### src/rtl/gpio_port8.sv
module gpio_port8 #(
  parameter int unsigned W  = 8,
  parameter int unsigned AW = 8,
  parameter logic [AW-1:0] DATA_ADDR = AW'(0),
  parameter logic [AW-1:0] MODE_ADDR = AW'(1),
  localparam int unsigned SW = (W > 1) ? $clog2(W) : 1
) (
  input  logic          clk,
  input  logic          rst_n,
  input  logic [AW-1:0] bus_addr,
  input  logic          bus_wr,
  input  logic          bus_bit,
  input  logic [SW-1:0] bus_bit_sel,
  input  logic [W-1:0]  bus_wdata,
  input  logic          rd_rmw,
  output logic [W-1:0]  rd_data,
  input  logic [W-1:0]  ovr_en,
  input  logic [W-1:0]  ovr_val,
  input  logic [W-1:0]  ovr_od,
  input  logic          pu_dis,
  input  logic [W-1:0]  pad_in,
  output logic [W-1:0]  pad_oe,
  output logic [W-1:0]  pad_out,
  output logic          pad_pullup
);

  logic [W-1:0] latch_q, mode_q, sync1_q, sync2_q;
  logic [W-1:0] sel_mask, latch_nxt, mode_nxt, eff_val, od_sel;
  logic         hit_data, hit_mode;

  assign hit_data = (bus_addr == DATA_ADDR);
  assign hit_mode = (bus_addr == MODE_ADDR);
  assign sel_mask = W'(1) << bus_bit_sel;

  assign latch_nxt = bus_bit ? ((latch_q & ~sel_mask) | ({W{bus_wdata[0]}} & sel_mask))
                             : bus_wdata;
  assign mode_nxt  = bus_bit ? ((mode_q & ~sel_mask) | ({W{bus_wdata[0]}} & sel_mask))
                             : bus_wdata;

  always_ff @(posedge clk or negedge rst_n) begin
    if (!rst_n) begin
      latch_q <= '1;
      mode_q  <= '0;
    end else if (bus_wr) begin
      if (hit_data) latch_q <= latch_nxt;
      if (hit_mode) mode_q  <= mode_nxt;
    end
  end

  always_ff @(posedge clk or negedge rst_n) begin
    if (!rst_n) begin
      sync1_q <= '1;
      sync2_q <= '1;
    end else begin
      sync1_q <= pad_in;
      sync2_q <= sync1_q;
    end
  end

  always_comb begin
    if (hit_data)      rd_data = rd_rmw ? latch_q : sync2_q;
    else if (hit_mode) rd_data = mode_q;
    else               rd_data = '0;
  end

  assign eff_val = (ovr_en & ovr_val) | (~ovr_en & latch_q);
  assign od_sel  = ~mode_q | (ovr_en & ovr_od);

  for (genvar i = 0; i < W; i++) begin : g_drv
    assign pad_oe[i]  = od_sel[i] ? ~eff_val[i] : 1'b1;
    assign pad_out[i] = od_sel[i] ? 1'b0 : eff_val[i];
  end

  assign pad_pullup = ~pu_dis;

endmodule


### config.mk
export PLATFORM = sky130hd
export DESIGN_NAME = gpio_port8
export DESIGN_NICKNAME = d
export VERILOG_FILES = /design/src/rtl/gpio_port8.sv
export SDC_FILE = /design/constraint.sdc
export NUM_CORES = 1
export LEC_CHECK = 0
export BUFFER_PORTS_ARGS = -buffer_cell sky130_fd_sc_hd__buf_2
export CAP_MARGIN = 20
export CELL_PAD_IN_SITES_DETAIL_PLACEMENT = 1
export CELL_PAD_IN_SITES_GLOBAL_PLACEMENT = 1
export CORE_MARGIN = 2
export CORE_UTILIZATION = 39
export DETAILED_ROUTE_END_ITERATION = 10
export PLACE_DENSITY = 0.93
export SYNTH_ARGS = -nofsm -noshare
export SYNTH_HDL_FRONTEND = slang
export SYNTH_SLANG_ARGS = --single-unit
### constraint.sdc
create_clock -name clk -period 5.06 [get_ports clk]
set_input_delay 1.012 -clock clk [delete_from_list [all_inputs] [get_ports clk]]
set_output_delay 1.012 -clock clk [all_outputs]
set_load 0.01 [all_outputs]
==> results.ini <==
[timing]
finalHoldViolCount = 0
max_clock_freq_mhz = 274
fin_crit_sh_pct = 72.1
setup_tns_ns = 0
drv_slew = 0
relSlewSlack_pct = 47.1
finalCriticalPeriod_ns = 3.65
tightest_slew_ns = 0.793
fin_ws_ns = 1.41
fin_skew_ns = 0.00469
grt_setup_unrepaired = no
setup_viol_count_final = 0

[logic_synthesis]
synth_nets = 239
synth.area.top_cells = dfstp_2 31%, mux2_2 10%, dfrtp_1 9.8%
synthesis.yosys.warnings = 0
netlist_instances = 182
syn_area_um2 = 2030
ys_ff_latch = 32
ys_seq_area_share_pct = 40.8
postSynthAreaPerCell_um2 = 11.2
async_flop_share_pct = 100
synth_top_area_share_pct = 31.0
synth_cell_types = 36
synth_most_common_cell = dfstp_2
yosys.area.top_type = dfstp_2
synth-main-ff-cell = dfstp_2
synth-edff-count = 0
synthTopCellsByCount = 24 x dfstp_2, 18 x mux2_2, 10 x a2111oi_2, 10 x nor2_1

[clocking]
ctsHoldBuffers = 0
cts_buffer_depth = 2
clock_latency_ns = 0.28
clkTransAtPathRegs_ns = 0.07
cts_buffers = 5
cts_resized = 0
cts_tree = built
postCtsSetupRepairBufs = 0
clock_sink_count = 32
root_buffer = clkbuf_8
cts-htree-levels = 2

[pwr]
intPower_mw = 0.432
p_switching_mw = 0.149
power_density_nw_per_um2 = 230
swShare_pct = 25.6
vdd_ir_drop_max_uv = 121
pwr-share-seq_pct = 47.4
pwr-share-comb_pct = 15.6
p_leak_nw = 1.12
power_frac_clock_pct = 37.0

[critical_path]
cp_data_required_time_ns = 4.05
critical-path-slowest-cell = or3_1
crit_type = in -> out
worstSetupStartpoint = bus_addr[5]
cp.arrival_ns = 2.64
max_stage_delay_ns = 0.69
critPathLaunchType = primary input
path_max_fanout = 17
critPathCaptureType = primary output
path_cells = buf_2 > or3_1 > or2_1 > nor2_1 > buf_2
path_common_cell = buf_2

[placed_design]
hpwlAfterDp_um = 4090
placed_cell_area_um2 = 2430
place_congestion = 0.778
place_ws_ns = 1.40
port_buffers = 81

[global_route]
grtUsageTotal_pct = 19.3
antenna_found_initial = 0
grt_max_degree = 33
overflow = 0
grt_pass1_wl_um = 8890
first_global_vias = 1888

[detailed_routing]
vias = 1769
drt-initial-drc-count = 77
dr.pass1.iters = 4
ant_nets = 0
viasPerCell = 5.41
drc = 0
wl_um = 5400
wl_per_cell_um = 16.5

[floorplan]
die_area_um2 = 5810
fp.dieW_um = 76.2
io_pins = 82
rows = 26
die_y_um = 76.2
coreArea_um2 = 5070
initial_core_util_pct = 40.1

[layout]
area_growth_pct = 24.2
drive_above_1_share_pct = 56.4
n_antenna_cell = 0
final_cell_area_um2 = 2530
layout.nets = 314
multi_input_area_um2 = 1100
fillCellCount = 627
final-seq-area_um2 = 831

[flow_run]
maxCapViolCount = 0

[status]
status = finished, final reports clean

[worst_hold_path]
holdCritStartpoint = sync1_q[2]
hp-class = reg -> reg

[layout by cell type (no fill, tap or decap)]
master / Yosys / layout
a41o_1: 4 / 4
mux2i_1: 9 / 9
nand2_1: 8 / 8
dfstp_2: 24 / 24
nor4b_2: 2 / 2
o31ai_1: 1 / 1
a31o_2: 2 / 2
nand2b_1: 9 / 9
and2_1: 7 / 7
a21oi_1: 7 / 7
mux2_2: 18 / 18
or3b_1: 3 / 3
or3_1: 1 / 1
a2111oi_2: 10 / 10
a32oi_1: 1 / 1
nor2b_1: 9 / 9
or2_1: 1 / 1
nor2_1: 10 / 10
a31oi_1: 7 / 7
mux2_1: 6 / 6
a21boi_0: 1 / 1
buf_2: 2 / 81
nand4_1: 1 / 1
or4_4: 1 / 1
nand3b_1: 4 / 4
clkbuf_8: 0 / 7
a2111oi_1: 4 / 4
or2b_1: 1 / 1
o21ai_0: 7 / 7
dfrtp_1: 8 / 8
inv_1: 2 / 2
nand3_1: 1 / 1
[per-stage QoR]
stage	hold WS (ns)	power (mW)	std cells	util, %
finish	0.355	0.581	327	49.8
global route	0.361	0.606	327	49.8
CTS	0.357	0.586	327	49.8
detailed placement	0.347	0.370	320	47.9
global placement	0.346	0.365	320	47.9
floorplan	0.345	0.329	182	-
[per-layer routing]
layer / up-vias / track usage [%] / routed length (µm)
met3: 9 / 4.86 / 286
met5: - / 0 / 0
li1: 830 / - / -
met1: 879 / 20.8 / 2080
met4: 0 / 7.27 / 115
met2: 51 / 35.9 / 2920
[layout make-up]
| type | count | share of cell area (%) |
|---|---|---|
| flip-flops and latches | 32 | 32.9 |
| inverters | 2 | 0.297 |
| clock buffers | 7 | 3.81 |
| well taps | 70 | 3.47 |
| repair buffers | 81 | 16.0 |
| multi-input cells | 135 | 43.5 |
[critical path, delay by kind of cell]
family	cells	cell delay [ns]
AND/OR/NAND/NOR	3	1.39
buffers and inverters	2	0.24
[path summary, 6_finish.rpt]
| check | cells past startpoint | slack [ns] | to |
|---|---|---|---|
| max reg2reg | 1 | 4.23 | register |
| max | 5 | 1.41 | rd_data[5] |
| min reg2reg | 0 | 0.36 | sync2_q[2] |
| min | 0 | 0.36 | sync2_q[2] |
| min in group asynchronous | 1 | 0.78 | asynchronous set/reset pin |
| max in group asynchronous | 1 | 3.82 | asynchronous set/reset pin |
[cell families after synthesis]
family | after synthesis | share of synthesized area, %
muxes | 33 | 17.7
DFF | 32 | 40.8
AOI/OAI and AO/OA | 44 | 18.9
and+or+nand+nor | 58 | 17.3
buffers and inverters | 15 | 5.17
[power by group through the flow]
stage	logic (mW)	registers, mW	clock network (mW)
2_1_floorplan	0.0515	0.278	0
3_3_place_gp	0.0859	0.279	0
3_5_place_dp	0.0906	0.280	0
4_1_cts	0.0912	0.276	0.219
5_1_grt	0.0998	0.277	0.230
6_report	0.0904	0.276	0.215
No activity file was read; power rests on OpenSTA's default activity.
